===== config.mk =====
export PLATFORM = sky130hd
export DESIGN_NAME = sgdma_engine
export DESIGN_NICKNAME = d
export VERILOG_FILES = /design/src/rtl/sgdma_pkg.sv /design/src/rtl/sgdma_regs.sv /design/src/rtl/sgdma_walker.sv /design/src/rtl/sgdma_engine.sv
export SDC_FILE = /design/constraint.sdc
export NUM_CORES = 1
export LEC_CHECK = 0
export ABC_AREA = 1
export BUFFER_PORTS_ARGS = -buffer_cell sky130_fd_sc_hd__buf_2
export CORE_MARGIN = 1.5
export CORE_UTILIZATION = 50
export CTS_BUF_LIST = sky130_fd_sc_hd__clkbuf_2
export CTS_CLUSTER_DIAMETER = 150
export DETAILED_ROUTE_END_ITERATION = 8
export GPL_ROUTABILITY_DRIVEN = 0
export PLACE_DENSITY = 0.76
export SETUP_SLACK_MARGIN = 0.05
export SKIP_CTS_REPAIR_TIMING = 1
export SLEW_MARGIN = 20
export SYNTH_ARGS = -nofsm -noshare
export SYNTH_HDL_FRONTEND = slang
export SYNTH_SLANG_ARGS = --single-unit
export TNS_END_PERCENT = 5

===== constraint.sdc =====
create_clock -name clk -period 3.4 [get_ports clk]
set_clock_uncertainty 0.05 [all_clocks]
set_input_delay 0.17 -clock clk [delete_from_list [all_inputs] [get_ports clk]]
set_output_delay 0.17 -clock clk [all_outputs]
set_load 0.01 [all_outputs]

===== src/rtl/sgdma_pkg.sv =====
// Shared constants and types for the scatter-gather DMA engine.
// Assumes byte-addressed registers on a 5-bit offset bus.
package sgdma_pkg;
    localparam int unsigned REG_AW = 5;

    localparam logic [REG_AW-1:0] OFS_CTRL  = 5'h00;
    localparam logic [REG_AW-1:0] OFS_ENA   = 5'h04;
    localparam logic [REG_AW-1:0] OFS_STAT  = 5'h08;
    localparam logic [REG_AW-1:0] OFS_RHEAD = 5'h0C;
    localparam logic [REG_AW-1:0] OFS_WHEAD = 5'h10;

    localparam logic [31:0] CMD_CANCEL = 32'd0;
    localparam logic [31:0] CMD_READ   = 32'd1;
    localparam logic [31:0] CMD_WRITE  = 32'd2;
    localparam logic [31:0] CMD_STOP   = 32'd4;

    typedef enum logic [1:0] {
        ST_IDLE  = 2'd0,
        ST_FETCH = 2'd1,
        ST_SRC   = 2'd2,
        ST_DST   = 2'd3
    } walk_st_t;
endpackage


===== src/rtl/sgdma_regs.sv =====
// Register file of the DMA engine: control decode, enable, list heads and
// sticky error bits. Start and stop commands are qualified here, so the
// walker only ever sees legal commands. Assumes one register write per cycle.
module sgdma_regs #(
    parameter int unsigned DATA_W = 32
) (
    input  logic                        clk,
    input  logic                        rst_n,
    input  logic                        reg_we,
    input  logic [sgdma_pkg::REG_AW-1:0] reg_addr,
    input  logic [DATA_W-1:0]           reg_wdata,
    output logic [DATA_W-1:0]           reg_rdata,
    input  logic                        busy_rd,
    input  logic                        busy_wr,
    input  logic                        set_rerr,
    input  logic                        set_werr,
    input  logic                        set_lerr,
    output logic                        start_rd,
    output logic                        start_wr,
    output logic                        cancel,
    output logic                        stop,
    output logic [DATA_W-1:0]           rd_head,
    output logic [DATA_W-1:0]           wr_head,
    output logic [2:0]                  err_bits
);
    import sgdma_pkg::*;

    logic [1:0] ena_q;
    logic       ctrl_hit;
    logic       idle;

    // Command decode, qualified by enable and engine idleness.
    always_comb begin
        ctrl_hit = reg_we && (reg_addr == OFS_CTRL);
        idle     = !busy_rd && !busy_wr;
        start_rd = ctrl_hit && (reg_wdata == DATA_W'(CMD_READ))  && ena_q[0] && idle;
        start_wr = ctrl_hit && (reg_wdata == DATA_W'(CMD_WRITE)) && ena_q[1] && idle;
        stop     = ctrl_hit && (reg_wdata == DATA_W'(CMD_STOP))  && !idle;
        cancel   = ctrl_hit && (reg_wdata == DATA_W'(CMD_CANCEL));
    end

    // Writable configuration registers.
    always_ff @(posedge clk) begin
        if (!rst_n) begin
            ena_q   <= '0;
            rd_head <= '0;
            wr_head <= '0;
        end else if (reg_we) begin
            case (reg_addr)
                OFS_ENA:   ena_q   <= reg_wdata[1:0];
                OFS_RHEAD: rd_head <= reg_wdata;
                OFS_WHEAD: wr_head <= reg_wdata;
                default:   ;
            endcase
        end
    end

    // Sticky error bits {list, write, read}; cancel has priority.
    always_ff @(posedge clk) begin
        if (!rst_n || cancel) begin
            err_bits <= '0;
        end else begin
            err_bits <= err_bits | {set_lerr, set_werr, set_rerr};
        end
    end

    // Read-back multiplexer.
    always_comb begin
        reg_rdata = '0;
        case (reg_addr)
            OFS_ENA:   reg_rdata = DATA_W'(ena_q);
            OFS_STAT:  reg_rdata = DATA_W'({err_bits, busy_wr, busy_rd});
            OFS_RHEAD: reg_rdata = rd_head;
            OFS_WHEAD: reg_rdata = wr_head;
            default:   reg_rdata = '0;
        endcase
    end
endmodule


===== src/rtl/sgdma_walker.sv =====
// Descriptor walker: fetches three-word descriptors, then runs the
// per-descriptor loop of source-read / destination-write beats. It follows
// the chain until the last-link flag is seen. Assumes a single outstanding
// request that is held until mem_ack, and start/stop already qualified.
module sgdma_walker #(
    parameter int unsigned DATA_W = 32
) (
    input  logic              clk,
    input  logic              rst_n,
    input  logic              start_rd,
    input  logic              start_wr,
    input  logic              cancel,
    input  logic              stop,
    input  logic [DATA_W-1:0] rd_head,
    input  logic [DATA_W-1:0] wr_head,
    output logic              mem_req,
    output logic              mem_we,
    output logic              mem_host,
    output logic [DATA_W-1:0] mem_addr,
    output logic [DATA_W-1:0] mem_wdata,
    input  logic              mem_ack,
    input  logic [DATA_W-1:0] mem_rdata,
    input  logic              mem_err,
    output logic              busy_rd,
    output logic              busy_wr,
    output logic              set_rerr,
    output logic              set_werr,
    output logic              set_lerr,
    output logic              done_rd,
    output logic              done_wr
);
    import sgdma_pkg::*;

    localparam int unsigned BB    = DATA_W / 8;
    localparam int unsigned SHIFT = $clog2(BB);
    localparam logic [DATA_W-1:0] STEP      = DATA_W'(BB);
    localparam logic [DATA_W-1:0] DESC_STEP = DATA_W'(3 * BB);

    walk_st_t          st;
    logic              dir_wr;
    logic [DATA_W-1:0] list_ptr;
    logic [1:0]        widx;
    logic [DATA_W-1:0] loc_a;
    logic [DATA_W-1:0] host_a;
    logic [DATA_W-1:0] left_q;
    logic              last_q;
    logic [DATA_W-1:0] buf_q;
    logic              stop_q;
    logic              stop_eff;
    logic              len_zero;
    logic              fetch_bad;
    logic              data_bad;
    logic [DATA_W-1:0] beats_nx;

    // Request generation from the current state.
    always_comb begin
        mem_req   = (st != ST_IDLE);
        mem_we    = (st == ST_DST);
        mem_wdata = buf_q;
        case (st)
            ST_FETCH: begin
                mem_host = 1'b1;
                mem_addr = list_ptr + (DATA_W'(widx) << SHIFT);
            end
            ST_SRC: begin
                mem_host = !dir_wr;
                mem_addr = dir_wr ? loc_a : host_a;
            end
            ST_DST: begin
                mem_host = dir_wr;
                mem_addr = dir_wr ? host_a : loc_a;
            end
            default: begin
                mem_host = 1'b0;
                mem_addr = '0;
            end
        endcase
    end

    // Fault and status derivation for the register block.
    always_comb begin
        busy_rd   = (st != ST_IDLE) && !dir_wr;
        busy_wr   = (st != ST_IDLE) && dir_wr;
        stop_eff  = stop_q || stop;
        len_zero  = (mem_rdata[DATA_W-2:0] == '0);
        beats_nx  = ({1'b0, mem_rdata[DATA_W-2:0]} + DATA_W'(BB - 1)) >> SHIFT;
        fetch_bad = (st == ST_FETCH) && mem_ack && (mem_err || ((widx == 2'd2) && len_zero));
        data_bad  = ((st == ST_SRC) || (st == ST_DST)) && mem_ack && mem_err;
        set_lerr  = fetch_bad && !cancel;
        set_rerr  = data_bad && !dir_wr && !cancel;
        set_werr  = data_bad && dir_wr && !cancel;
    end

    // Walker state machine with descriptor and beat bookkeeping.
    always_ff @(posedge clk) begin
        if (!rst_n) begin
            st       <= ST_IDLE;
            dir_wr   <= 1'b0;
            list_ptr <= '0;
            widx     <= '0;
            loc_a    <= '0;
            host_a   <= '0;
            left_q   <= '0;
            last_q   <= 1'b0;
            buf_q    <= '0;
            stop_q   <= 1'b0;
            done_rd  <= 1'b0;
            done_wr  <= 1'b0;
        end else begin
            done_rd <= 1'b0;
            done_wr <= 1'b0;
            if (stop) stop_q <= 1'b1;
            if (cancel) begin
                st     <= ST_IDLE;
                stop_q <= 1'b0;
            end else begin
                case (st)
                    ST_IDLE: begin
                        if (start_rd || start_wr) begin
                            dir_wr   <= start_wr;
                            list_ptr <= start_wr ? wr_head : rd_head;
                            widx     <= '0;
                            stop_q   <= 1'b0;
                            st       <= ST_FETCH;
                        end
                    end
                    ST_FETCH: begin
                        if (mem_ack) begin
                            if (fetch_bad) begin
                                st <= ST_IDLE;
                            end else begin
                                case (widx)
                                    2'd0:    loc_a  <= mem_rdata;
                                    2'd1:    host_a <= mem_rdata;
                                    default: begin
                                        last_q <= mem_rdata[DATA_W-1];
                                        left_q <= beats_nx;
                                    end
                                endcase
                                if (stop_eff) begin
                                    st <= ST_IDLE;
                                end else if (widx == 2'd2) begin
                                    widx     <= '0;
                                    list_ptr <= list_ptr + DESC_STEP;
                                    st       <= ST_SRC;
                                end else begin
                                    widx <= widx + 2'd1;
                                end
                            end
                        end
                    end
                    ST_SRC: begin
                        if (mem_ack) begin
                            buf_q <= mem_rdata;
                            st    <= mem_err ? ST_IDLE : ST_DST;
                        end
                    end
                    default: begin
                        if (mem_ack) begin
                            if (mem_err) begin
                                st <= ST_IDLE;
                            end else begin
                                loc_a  <= loc_a + STEP;
                                host_a <= host_a + STEP;
                                left_q <= left_q - DATA_W'(1);
                                if ((left_q == DATA_W'(1)) && last_q) begin
                                    done_rd <= !dir_wr;
                                    done_wr <= dir_wr;
                                    st      <= ST_IDLE;
                                end else if (stop_eff) begin
                                    st <= ST_IDLE;
                                end else if (left_q == DATA_W'(1)) begin
                                    widx <= '0;
                                    st   <= ST_FETCH;
                                end else begin
                                    st <= ST_SRC;
                                end
                            end
                        end
                    end
                endcase
            end
        end
    end
endmodule


===== src/rtl/sgdma_engine.sv =====
// Top of the scatter-gather DMA engine: joins the register block and the
// descriptor walker. Assumes a memory port with one outstanding request and
// 32-bit little-endian words whose byte order is passed through untouched.
module sgdma_engine #(
    parameter int unsigned DATA_W = 32
) (
    input  logic                         clk,
    input  logic                         rst_n,
    input  logic                         reg_we,
    input  logic [sgdma_pkg::REG_AW-1:0] reg_addr,
    input  logic [DATA_W-1:0]            reg_wdata,
    output logic [DATA_W-1:0]            reg_rdata,
    output logic                         mem_req,
    output logic                         mem_we,
    output logic                         mem_host,
    output logic [DATA_W-1:0]            mem_addr,
    output logic [DATA_W-1:0]            mem_wdata,
    input  logic                         mem_ack,
    input  logic [DATA_W-1:0]            mem_rdata,
    input  logic                         mem_err,
    output logic                         done_rd,
    output logic                         done_wr,
    output logic                         err_flag
);
    logic              w_busy_rd, w_busy_wr;
    logic              w_set_rerr, w_set_werr, w_set_lerr;
    logic              c_start_rd, c_start_wr, c_cancel, c_stop;
    logic [DATA_W-1:0] c_rd_head, c_wr_head;
    logic [2:0]        c_err_bits;

    sgdma_regs #(.DATA_W(DATA_W)) regs_i (
        .clk      (clk),
        .rst_n    (rst_n),
        .reg_we   (reg_we),
        .reg_addr (reg_addr),
        .reg_wdata(reg_wdata),
        .reg_rdata(reg_rdata),
        .busy_rd  (w_busy_rd),
        .busy_wr  (w_busy_wr),
        .set_rerr (w_set_rerr),
        .set_werr (w_set_werr),
        .set_lerr (w_set_lerr),
        .start_rd (c_start_rd),
        .start_wr (c_start_wr),
        .cancel   (c_cancel),
        .stop     (c_stop),
        .rd_head  (c_rd_head),
        .wr_head  (c_wr_head),
        .err_bits (c_err_bits)
    );

    sgdma_walker #(.DATA_W(DATA_W)) walk_i (
        .clk      (clk),
        .rst_n    (rst_n),
        .start_rd (c_start_rd),
        .start_wr (c_start_wr),
        .cancel   (c_cancel),
        .stop     (c_stop),
        .rd_head  (c_rd_head),
        .wr_head  (c_wr_head),
        .mem_req  (mem_req),
        .mem_we   (mem_we),
        .mem_host (mem_host),
        .mem_addr (mem_addr),
        .mem_wdata(mem_wdata),
        .mem_ack  (mem_ack),
        .mem_rdata(mem_rdata),
        .mem_err  (mem_err),
        .busy_rd  (w_busy_rd),
        .busy_wr  (w_busy_wr),
        .set_rerr (w_set_rerr),
        .set_werr (w_set_werr),
        .set_lerr (w_set_lerr),
        .done_rd  (done_rd),
        .done_wr  (done_wr)
    );

    // Summary error flag for the interrupt logic.
    assign err_flag = |c_err_bits;
endmodule


# After elaboration in Yosys (flattened, before gate mapping)
# Cells that the tools add are included.
# Widths: inputs -> output; s select.
[totals]
ff_bits = 238
in_bits = 74
out_inout_bits = 102
wordCells = 177
[op_classes]
n_addsub = 7
eq_ne = 27
muxes = 57
bitwise_logic = 9
reduce_logical = 61
[ops]
columns = ["op", "count"]
rows = [
  ["$mux 32", 23],
  ["$pmux 32 s2", 4],
  ["$pmux 32 s4", 1],
  ["$pmux 32 s3", 1],
  ["$add 32x3->32 const B", 2],
  ["$eq 32x1->1 const B", 2],
  ["$mux 2", 22],
  ["$add 31x2->32 const B", 1],
  ["$add 32x4->32", 1],
  ["$add 32x4->32 const B", 1],
  ["$eq 32x2->1 const B", 1],
  ["$eq 32x3->1 const B", 1],
  ["$logic_not 32->1", 1],
  ["$sub 32x1->32 const B", 1],
  ["$logic_not 31->1", 1],
  ["$logic_and 1x1->1", 24],
  ["$ne 2x2->1 const B", 9],
  ["$reduce_and 6->1", 3],
  ["$pmux 2 s3", 2],
  ["$reduce_and 11->1", 1],
  ["$eq 5x4->1 const B", 2],
  ["$reduce_and 5->1", 2],
  ["$not 1->1", 8],
  ["$reduce_or 8->1", 1],
  ["other kinds (23)", 46],
]

# Logic depth before layout (Yosys ltp)
[logic_depth]
word_depth = 12
ltp_mapped = 15
depth_no_buf = 15

# Cells and area by module
# From an unflattened synthesis, not the netlist that was laid out.
[unflattened]
cells_unflattened = 2657
area_unflattened_um2 = 15687.5
[modules_own_cells]
columns = ["mod", "n_inst", "cells_each", "area_each_um2", "seq_area_each_um2"]
rows = [
  ["sgdma_walker", 1, 2236, 12649.6, 3383.2],
  ["sgdma_regs", 1, 418, 3026.7, 1381.3],
  ["sgdma_engine", 1, 3, 11.3, 0.0],
]

# Worst setup path before layout
# Ideal clock, no wire load.
[synth_timing]
path_type = "reg2out"
start = "register walk_i.widx[0]"
end = "output port mem_addr[20]"
arrival_time_ns = 1.930
required_time_ns = 3.180
path_slack_ns = 1.250
path_stages_with_launch = 10
path_buffers = 0
path_cell_list = "dfxtp_1 ha_1 fa_1 inv_1 nor2_1 nand2_1 nor2_1 inv_1 nor3_1 o311ai_0"
[synth_between]
elab_chain_len = 2
[synth_lines]
columns = ["item", "line", "text"]
rows = [
  ["start, declared", "sgdma_walker.sv:42", "logic [1:0] widx;"],
  ["start signal, assigned", "sgdma_walker.sv:147", "widx <= widx + 2'd1;"],
  ["$add 32x4->32", "sgdma_walker.sv:63", "mem_addr = list_ptr + (DATA_W'(widx) << SHIFT);"],
  ["$pmux 32 s3", "sgdma_walker.sv:60", "case (st)"],
  ["end, declared", "sgdma_engine.sv:16", "output logic [DATA_W-1:0] mem_addr,"],
]
# Every way passes these cells.

# Worst setup path in the final report
[layout_timing]
start = "register walk_i.list_ptr[3]"
end = "output port mem_addr[21]"
[layout_between]
elab_chain_len = 2
[layout_lines]
columns = ["item", "line", "text"]
rows = [
  ["start, declared", "sgdma_walker.sv:41", "logic [DATA_W-1:0] list_ptr;"],
  ["start signal, assigned", "sgdma_walker.sv:121", "list_ptr <= start_wr ? wr_head : rd_head;"],
  ["start signal, assigned", "sgdma_walker.sv:144", "list_ptr <= list_ptr + DESC_STEP;"],
  ["$add 32x4->32", "sgdma_walker.sv:63", ""],
  ["$pmux 32 s3", "sgdma_walker.sv:60", ""],
]
# Every way passes these cells.

==> reports/qor.csv <==
metric,value,unit
status,"complete, but fails checks",
violations,hold timing,
synthDistinctLibCells,49,
coreArea,32600,sq um
synth_seq_cells,238,
layout_min_cycle_time,3.36,ns
async_reset_ff_frac,0,
maxCapViolations,0,
clk_pin_slew,0.11,ns
hold_viol_final,5,
syn-num-nets,2957,
layout_common_cells,"nand2_1, nor2_1, o21ai_0",
first_pass_iters,6,
fmax,298,MHz
boundaryPins,176,
final_common_cell,nand2_1,
vias,21000,
grt_pass1_wl,96300,um
die_x,185,um
ant_nets,0,
dp_hpwl,45500,um
synth_ff_type,dfxtp_1,
totalWireLength,65300,um
post_drt_wl_per_cell,18.1,um
die_area,34300,sq um
antenna_found_initial,1,
root_buffer,clkbuf_2,
first_iter_violations,2467,
area_growth,17.9,%
clock_sinks,238,
grt_setup_unrepaired,true,
insertion_delay,1.01,ns
setup_viol,0,
drive_above_1_share,0.125,
leakagePower,8.66,nW
vias_per_cell,5.82,
port_buffers,175,
route.met3.wl,7910,um
grt_max_degree,112,
drc_errors,0,
slew_violations,0,
fin_cells,3612,
routed-wl-met2,28100,um
power.density,365,nW/um^2
slew_headroom,0.372,
dp.cells,3388,
die_h,185,um
timing.hold.ws,-0.0284,ns
fin_util,0.600,
min_period_over_period,0.988,
tightest_slew,0.941,ns
grt_pass1_vias,18100,
seq_area_frac_synth,0.287,
critical_path_class,flop to output pin,
start_util,0.509,
setup.reg_to_reg.worst_slack,0.28,ns
synth_cells,2875,
hold_class,primary input to flop,
synth_edf_count,0,
arrival,3.14,ns
ir_worst_vdd,0.000227,V
synth_area_per_cell,5.78,sq um
track_usage,0.356,
start_kind,flop,
yosysWarnings,0,
routed.top_layer,met4,
nNetsFinal,3209,
grt-ovfl-total,0,
numCtsBuffers,70,
cts_buffer_depth,3,
cts_tree,yes,
crit_fanout,5,
wl_met1,25200,um
cts_max_level,3,
required,3.18,ns
synthesis.area,16600,sq um
end_kind,output pin,
total_power,0.00714,W
rows,66,
==> flip-flops by register name, summed over array words and instances, names as in the netlist <==
register and cells:
regs_i.err_bits 3, walk_i.host_a 32, walk_i.last_q 1, walk_i.done_wr 1, walk_i.left_q 32, walk_i.widx 2, walk_i.done_rd 1, walk_i.loc_a 32
walk_i.dir_wr 1, walk_i.mem_wdata 32, walk_i.list_ptr 32, walk_i.stop_q 1, regs_i.wr_head 32, regs_i.ena_q 2, walk_i.st 2, regs_i.rd_head 32
==> final cells by class <==
type | count | area (sq um)
fillers | 3124 | 13000
inverters | 289 | 1090
repair buffers | 311 | 2230
diodes | 2 | 5.00
clock buffers | 103 | 515
well taps | 442 | 553
multi-input cells | 2217 | 10300
clock inverters | 10 | 100
flip-flops and latches | 238 | 4780
==> where the power goes <==
group          switching, W  total, W  leakage, nW  internal [W]
Clock               0.00134   0.00228        0.475      0.000944
Combinational       0.00116   0.00176         6.26      0.000598
Sequential         0.000178   0.00309         1.93       0.00292
Total               0.00268   0.00714         8.66       0.00446
==> synthesized netlist by cell type, drive strengths merged, types with 4 or more instances <==
cell type  count  share of area
nand3        202          0.062
xor2          42          0.022
o221ai         7         0.0037
a21oi        256          0.077
nand4         26          0.011
a31oi          5         0.0019
o211a          4         0.0024
nor2         531           0.12
xnor2         11         0.0058
o21ai        330          0.099
dfxtp        238           0.29
o211ai         8         0.0036
buf           50          0.018
nand2        694           0.16
ha             7         0.0053
o22ai          9         0.0034
nor3          60          0.019
inv          288          0.065
clkbuf        81          0.018
or2            5         0.0019
and3           4         0.0015
==> routing by layer <==
| layer | vias to the layer above | GRT usage |
|---|---|---|
| met4 | 0 | 0.191 |
| met1 | 9391 | 0.471 |
| met3 | 299 | 0.0845 |
| met2 | 1470 | 0.532 |
| met5 | - | 0 |
| li1 | 9847 | - |
==> worst paths after layout <==
kind,from,endpoint,cells past startpoint
max,walk_i.list_ptr[3]$_SDFFE_PN0P_,mem_addr[21],11
min,reg_wdata[10],regs_i.wr_head[10]$_SDFFE_PN0P_,4
max reg2reg,walk_i.st[0]$_SDFFE_PP0P_,walk_i.host_a[1]$_SDFFE_PN0P_,12
min reg2reg,walk_i.mem_wdata[16]$_SDFFE_PN0P_,walk_i.mem_wdata[16]$_SDFFE_PN0P_,2
==> critical path: stages, from the launching register on <==
cell     delay (ns)
dfxtp_2        0.37
ha_4           0.27
a21oi_1        0.07
nor2_2         0.22
nand2_4        0.13
nor2_4         0.16
nand2_2        0.10
nor2_4         0.15
nand2_2        0.11
o21ai_2        0.20
nand3_1        0.17
buf_2          0.18
==> cells by family after synthesis <==
| logic type | Yosys count | synth area share |
|---|---|---|
| adder cells (fa/ha/maj) | 8 | 0.00648 |
| AND/OR/NAND/NOR | 1527 | 0.380 |
| flip-flops | 238 | 0.287 |
| XOR/XNOR | 53 | 0.0280 |
| AO/OA/AOI/OAI | 629 | 0.197 |
| buffers and inverters | 420 | 0.102 |
==> through the flow <==
step	setup slack, ns	instance area, sq um	TNS, ns	hold slack (ns)
global placement	0.575	17700	0	0.372
floorplan	1.25	16600	0	0.255
detailed placement	0.542	17700	0	0.377
CTS	-0.299	18300	-2.64	-0.628
global route	-0.0857	19600	-0.259	-0.0118
finish	0.0395	19600	0	-0.0284
No activity file was read; power rests on OpenSTA's default activity.
